$ cat config.mk
export PLATFORM = sky130hd
export DESIGN_NAME = sft_bus_gate
export DESIGN_NICKNAME = d
export VERILOG_FILES = /design/src/rtl/sft_bus_gate.sv
export SDC_FILE = /design/constraint.sdc
export NUM_CORES = 1
export LEC_CHECK = 0
export CELL_PAD_IN_SITES_DETAIL_PLACEMENT = 1
export CELL_PAD_IN_SITES_GLOBAL_PLACEMENT = 1
export CORE_MARGIN = 5
export CORE_UTILIZATION = 26
export CTS_CLUSTER_SIZE = 14
export DETAILED_ROUTE_END_ITERATION = 7
export PLACE_DENSITY = 0.64
export SYNTH_ARGS = -nofsm -noshare
export SYNTH_HDL_FRONTEND = slang
export SYNTH_SLANG_ARGS = --single-unit
export TNS_END_PERCENT = 20
$ cat constraint.sdc
create_clock -name clk -period 2.2 [get_ports clk]
set_clock_uncertainty 0.1 [all_clocks]
set_input_delay 0.22 -clock clk [delete_from_list [all_inputs] [get_ports clk]]
set_output_delay 0.22 -clock clk [all_outputs]
set_load 0.01 [all_outputs]
$ cat src/rtl/sft_bus_gate.sv
module sft_bus_gate #(
  parameter int SEL_W           = 3,
  parameter int DFLT_OWN_BITS   = 5,
  parameter int DFLT_NEW_BITS   = 7,
  parameter int DFLT_RETRY_BITS = 3
) (
  input  logic             clk,
  input  logic             rst_n,
  input  logic [SEL_W-1:0] sft_sel,
  input  logic [1:0]       dflt_kind,
  input  logic             auto_start,
  input  logic             half_tick,
  input  logic             line_hi,
  input  logic             sof_req,
  input  logic             msg_end,
  input  logic             start_ack,
  output logic             bus_free
);
  localparam int SEL_TICKS_MAX = 2 * ((1 << SEL_W) - 1) - 1;
  localparam int DFLT_MAX_BITS = (DFLT_NEW_BITS > DFLT_OWN_BITS)
                               ? ((DFLT_NEW_BITS > DFLT_RETRY_BITS) ? DFLT_NEW_BITS : DFLT_RETRY_BITS)
                               : ((DFLT_OWN_BITS > DFLT_RETRY_BITS) ? DFLT_OWN_BITS : DFLT_RETRY_BITS);
  localparam int TICKS_MAX = (2 * DFLT_MAX_BITS > SEL_TICKS_MAX) ? 2 * DFLT_MAX_BITS : SEL_TICKS_MAX;
  localparam int CNT_W     = $clog2(TICKS_MAX + 1);

  logic [CNT_W-1:0] cnt, cnt_nx, target;
  logic             armed, arm_evt, restart;

  assign arm_evt = auto_start ? msg_end : sof_req;
  assign restart = !line_hi || start_ack || arm_evt;
  assign cnt_nx  = cnt + 1'b1;

  always_comb begin
    if (sft_sel != '0) begin
      target = CNT_W'((2 * int'(sft_sel)) - 1);
    end else begin
      unique case (dflt_kind)
        2'd0:    target = CNT_W'(2 * DFLT_OWN_BITS);
        2'd2:    target = CNT_W'(2 * DFLT_RETRY_BITS);
        default: target = CNT_W'(2 * DFLT_NEW_BITS);
      endcase
    end
  end

  always_ff @(posedge clk or negedge rst_n) begin
    if (!rst_n)          armed <= 1'b0;
    else if (start_ack)  armed <= 1'b0;
    else if (arm_evt)    armed <= 1'b1;
  end

  always_ff @(posedge clk or negedge rst_n) begin
    if (!rst_n) begin
      cnt      <= '0;
      bus_free <= 1'b0;
    end else if (restart) begin
      cnt      <= '0;
      bus_free <= 1'b0;
    end else if (armed && half_tick && !bus_free) begin
      cnt      <= cnt_nx;
      bus_free <= (cnt_nx >= target);
    end
  end
endmodule

Word-level counts from Yosys, hierarchy flattened
Cells that the tools add are included.
Widths: inputs -> output; s select.
{"block": "op_classes", "n_addsub": 2, "magnitude_cmp": 1, "eq_ne": 1, "muxes": 9, "reduce_logical": 10}
{"operator": "$mux 4", "count": 3}
{"operator": "$pmux 4 s2", "count": 1}
{"operator": "$mux 1", "count": 5}
{"operator": "$add 4x1->4 const B", "count": 1}
{"operator": "$ge 4x4->1", "count": 1}
{"operator": "$reduce_bool 2->1", "count": 2}
{"operator": "$sub 4x1->4 const B", "count": 1}
{"operator": "$reduce_bool 3->1", "count": 1}
{"operator": "$eq 2x2->1 const B", "count": 1}
{"operator": "$logic_and 1x1->1", "count": 2}
{"operator": "$logic_not 1->1", "count": 2}
{"operator": "$logic_not 2->1", "count": 1}
{"operator": "$logic_or 1x1->1", "count": 2}
{"block": "word_totals", "reg_bits": 6, "word_cells": 26}

Longest topological paths before layout
{"block": "depth", "ltp_word": 6, "depth_mapped": 8, "depth_no_buf": 8}

Least setup slack after synthesis
No wires, ideal clock.
{"block": "synth_path", "path_kind": "reg-to-reg", "start": "register cnt[0]", "end": "register bus_free", "arrival_time_ns": 1.553, "required_time_ns": 1.969, "path_slack_ns": 0.416, "stages_incl_launch_ff": 6, "n_path_buf": 0, "synth_period_minus_slack_ns": 1.784, "cell_sequence": "dfrtp_1 -> ha_1 -> ha_1 -> or3b_2 -> o2111ai_1 -> a211oi_1"}
{"block": "synth_between", "elab_chain_cells": 4}
{"element": "start: declaration", "line_no": "26", "source": "logic [CNT_W-1:0] cnt, cnt_nx, target;"}
{"element": "start signal: assignment", "line_no": "59", "source": "cnt <= cnt_nx;"}
{"element": "$add 4x1->4", "line_no": "31", "source": "assign cnt_nx = cnt + 1'b1;"}
{"element": "$ge 4x4->1", "line_no": "60", "source": "bus_free <= (cnt_nx >= target);"}
{"element": "$mux 1", "line_no": "58", "source": "end else if (armed && half_tick && !bus_free) begin"}
{"element": "$mux 1", "line_no": "55", "source": "end else if (restart) begin"}
{"element": "end signal: assignment", "line_no": "60"}
{"element": "end: declaration", "line_no": "17", "source": "output logic bus_free"}
No other way between the ends. The select of a mux whose other input is x is not followed.
A chain may end at the register's enable or synchronous reset.

Worst setup path in the final report
{"block": "layout_path", "start": "input port sft_sel[0]", "end": "register bus_free"}
{"block": "layout_between", "elab_chain_cells": 5}
{"element": "start: declaration", "line_no": "9", "source": "input logic [SEL_W-1:0] sft_sel,"}
{"element": "$sub 4x1->4 or $reduce_bool 3->1 (tied branches)", "line_no": "35, 34"}
{"element": "$mux 4 (*)", "line_no": "34", "source": "if (sft_sel != '0) begin"}
{"element": "$ge 4x4->1 (*)", "line_no": "60"}
{"element": "$mux 1 (*)", "line_no": "58"}
{"element": "$mux 1 (*)", "line_no": "55"}
Every way passes the cells marked *; elsewhere a longest branch is shown, timed or not. The select of a mux whose other input is x is not followed.

==> results.md <==
* Static Leak at 0.311 nW
* Ys async rst share at 100%
* Row cnt at 15
* Clk Latency, worst-skew pair at approximately 240 ps
* DR iter-0 viols at 4
* Largest net degree at the start of global routing at 7
* Most common cell after layout, fill and taps aside: clkdlybuf4s50_1
* Flops & latches, synth at 6
* GPL Wtd Cong at 0.683
* Design area at 672 sq um
* CTS H-tree lvls at 1
* Most common flop cell mapped by yosys: dfrtp_1
* Avg WL per Cell at 12.5 microns
* Number of enable flip-flop cells after synthesis at 0
* CTS Buffer Depth at 2
* Status: finished, final reports clean
* Tmin final at 2020 ps
* Layout area overhead at 43.6%
* Mapped cell area at approximately 470 sq um
* Fin nets at 85
* Cell mode on critical path: ha_1
* Sw power at 0.0653 mW
* CTS root buf: clkbuf_4
* WP data required at 2220 ps
* Unrepaired setup endpoints after global routing: no
* Netlist cell types at 22
* Die Ht at 52.4 microns
* Die Wd at 52.4 microns
* # Post-CTS Setup Buffers at 0
* Synth Warn # at 0
* Net Count, Synth at 65
* Num ports at 14
* Hold_ws at 127 ps
* Initial antenna violation count at 0
* Routed WL at 1.10 mm
* Crit Path Class: in -> reg
* CP max stage delay at about 470 ps
* Final setup vio count at 0
* Post-Syn Instances at 45
* TritonCTS Sinks at 6
* Initial core utilization at roughly 27%
* Min-Delay Path Class: in -> async
* Ant diodes at 0
* Max-slew headroom at about four fifths
* Max Cap Viol at 0
* Crit path cell chain: clkdlybuf4s50_1 > inv_1 > ha_1 > nand3b_1 > o21ai_0 > mux2_2 > ha_1 > a211oi_2 > a211oi_1
* Number of global-route vias before repair at 432
* PortBufs at 13
* Pint at 0.208 mW
* Initial DRT Pass Iterations at 4
* Part of the power in combinational logic at 20.8%
* Routed vias/inst at around 4.6
* DP HPWL at approximately 990 microns
* Kind of start point of the critical path: input pin
* Gr ovfl total at 0
* Die area at 2750 sq um
* Maximum vdd ir drop at 0.270 mV
* Period utilization at 91.8%
* Total Routing Usage GR at 9.46%
* Reg power frac at 42.2%
* CP Capture Type: register
* Final hold violations at 0
* Core box area at roughly 1700 sq um
* Commonest non-fill, non-tap cells in the layout: 13 x clkdlybuf4s50_1, 7 x ha_1, 6 x dfrtp_1
* CTS tree: built
* Fin. max-slew vios at 0
* Antenna violation net count after detailed routing at 0
* Tot Pwr at 0.274 mW
* Fillcell total at 209
* Worst-path maximum fanout at 3
* DRC Markers at 0
* Power density over cell area at between 400 and 500 nW/um^2
* Slowest cell on the critical path: clkdlybuf4s50_1
* Layout cell share with drive strength beyond 1 at 15.9%
* Seq/Total Area, Yosys at 32.1%
* CP Data Arrival Time at approximately 2000 ps
* Syn avg cell area at 10.4 sq um
* Switch share at a little under a quarter
* Max Freq at 495 MHz
* Final core area utilization at 38.9%
* First-pass GRT wire length at 1.84 mm
* CTS Buf Count at 3
* Clock Power Share at a little under two fifths
* Placed Area at 644 sq um
* Setup TNS at 0 ps
* Clock Pin Slew Worst Setup and Hold Paths at about 50 ps
* Worst Max-Slew Pin Slew at around 290 ps
* DR vias at 403
[power groups by stage]
stage	logic [mW]	clock network (mW)	registers, mW
after floorplan	0.0225	0	0.117
after global placement	0.0542	0	0.117
after detailed placement	0.0567	0	0.117
after CTS	0.0572	0.107	0.115
after global routing	0.0621	0.113	0.116
final	0.0570	0.101	0.115
[metrics by stage]
step / cells / setup WS [ps]
CTS: 88 / 134
detailed placement: 85 / -131
global placement: 85 / -96.5
floorplan: 45 / 416
finish: 88 / 181
global route: 88 / 59.1
[logic make-up after synthesis]
| kind of cell | after synthesis | share of synthesized area [%] |
|---|---|---|
| muxes | 3 | 6.68 |
| and+or+nand+nor | 13 | 20.6 |
| adders and majority gates | 7 | 18.7 |
| AOI/OAI and AO/OA | 9 | 12.0 |
| buffers and inverters | 3 | 2.41 |
| DFF | 6 | 32.1 |
| xor gates and xnor gates | 4 | 7.49 |
[flip-flops by register name, summed over array words and instances, names as in the netlist]
register / count
cnt: 4
armed: 1
bus_free: 1
[Yosys cell counts (all sizes together) (2+ instances only)]
cell type  number  area (sq um)
nor2            3          11.3
mux2i           2          20.0
dfrtp           6           150
ha              7          87.6
a21oi           3          15.0
o21ai           2          10.0
a211oi          2          15.0
nand3b          3          35.0
xor2            3          26.3
inv             3          11.3
[area by class of cell]
class                   instances  area (sq um)  area share (%)
clock buffers                   3          22.5            3.35
flip-flops and latches          6           150            22.3
repair buffers                 15           145            21.6
well taps                      25          31.3            4.66
inverters                       3          11.3            1.68
multi-input cells              36           312            46.4
[metal layers]
metal	part of all wire [%]	routed length (microns)	GRT usage, %	vias to the layer above
met3	2.8	31	2.56	0
li1	-	-	-	202
met4	0	0	6.38	0
met5	0	0	0	-
met2	50	550	14.7	7
met1	47	519	11.2	194
[timing repair]
| item | 4_1_cts | 5_1_grt |
|---|---|---|
| hold buffers | 0 | 0 |
| gates resized for setup | 0 | 1 |
| setup endpoints to repair | 0 | 1 |
[critical path, delay by kind of cell]
kind	cells	cell delay, ps
AO/OA/AOI/OAI	3	410
adder cells (fa/ha/maj)	2	530
buffers and inverters	2	530
multiplexers	1	260
AND/OR/NAND/NOR	1	90
[worst paths after layout]
path / start / end / depth (start not counted) / slack [ps]
max in group asynchronous: rst_n / cnt[0]$_DFFE_PN0P_ / 1 / 1650
worst min-delay path: rst_n / cnt[1]$_DFFE_PN0P_ / 1 / 130
worst min register to register: cnt[3]$_DFFE_PN0P_ / cnt[3]$_DFFE_PN0P_ / 2 / 480
worst max register to register: cnt[0]$_DFFE_PN0P_ / bus_free$_DFFE_PN0P_ / 5 / 330
min in group clk: start_ack / armed$_DFFE_PN0P_ / 2 / 440
worst max-delay path: sft_sel[0] / bus_free$_DFFE_PN0P_ / 9 / 180
Note: power is estimated with default switching activity, not from simulation.
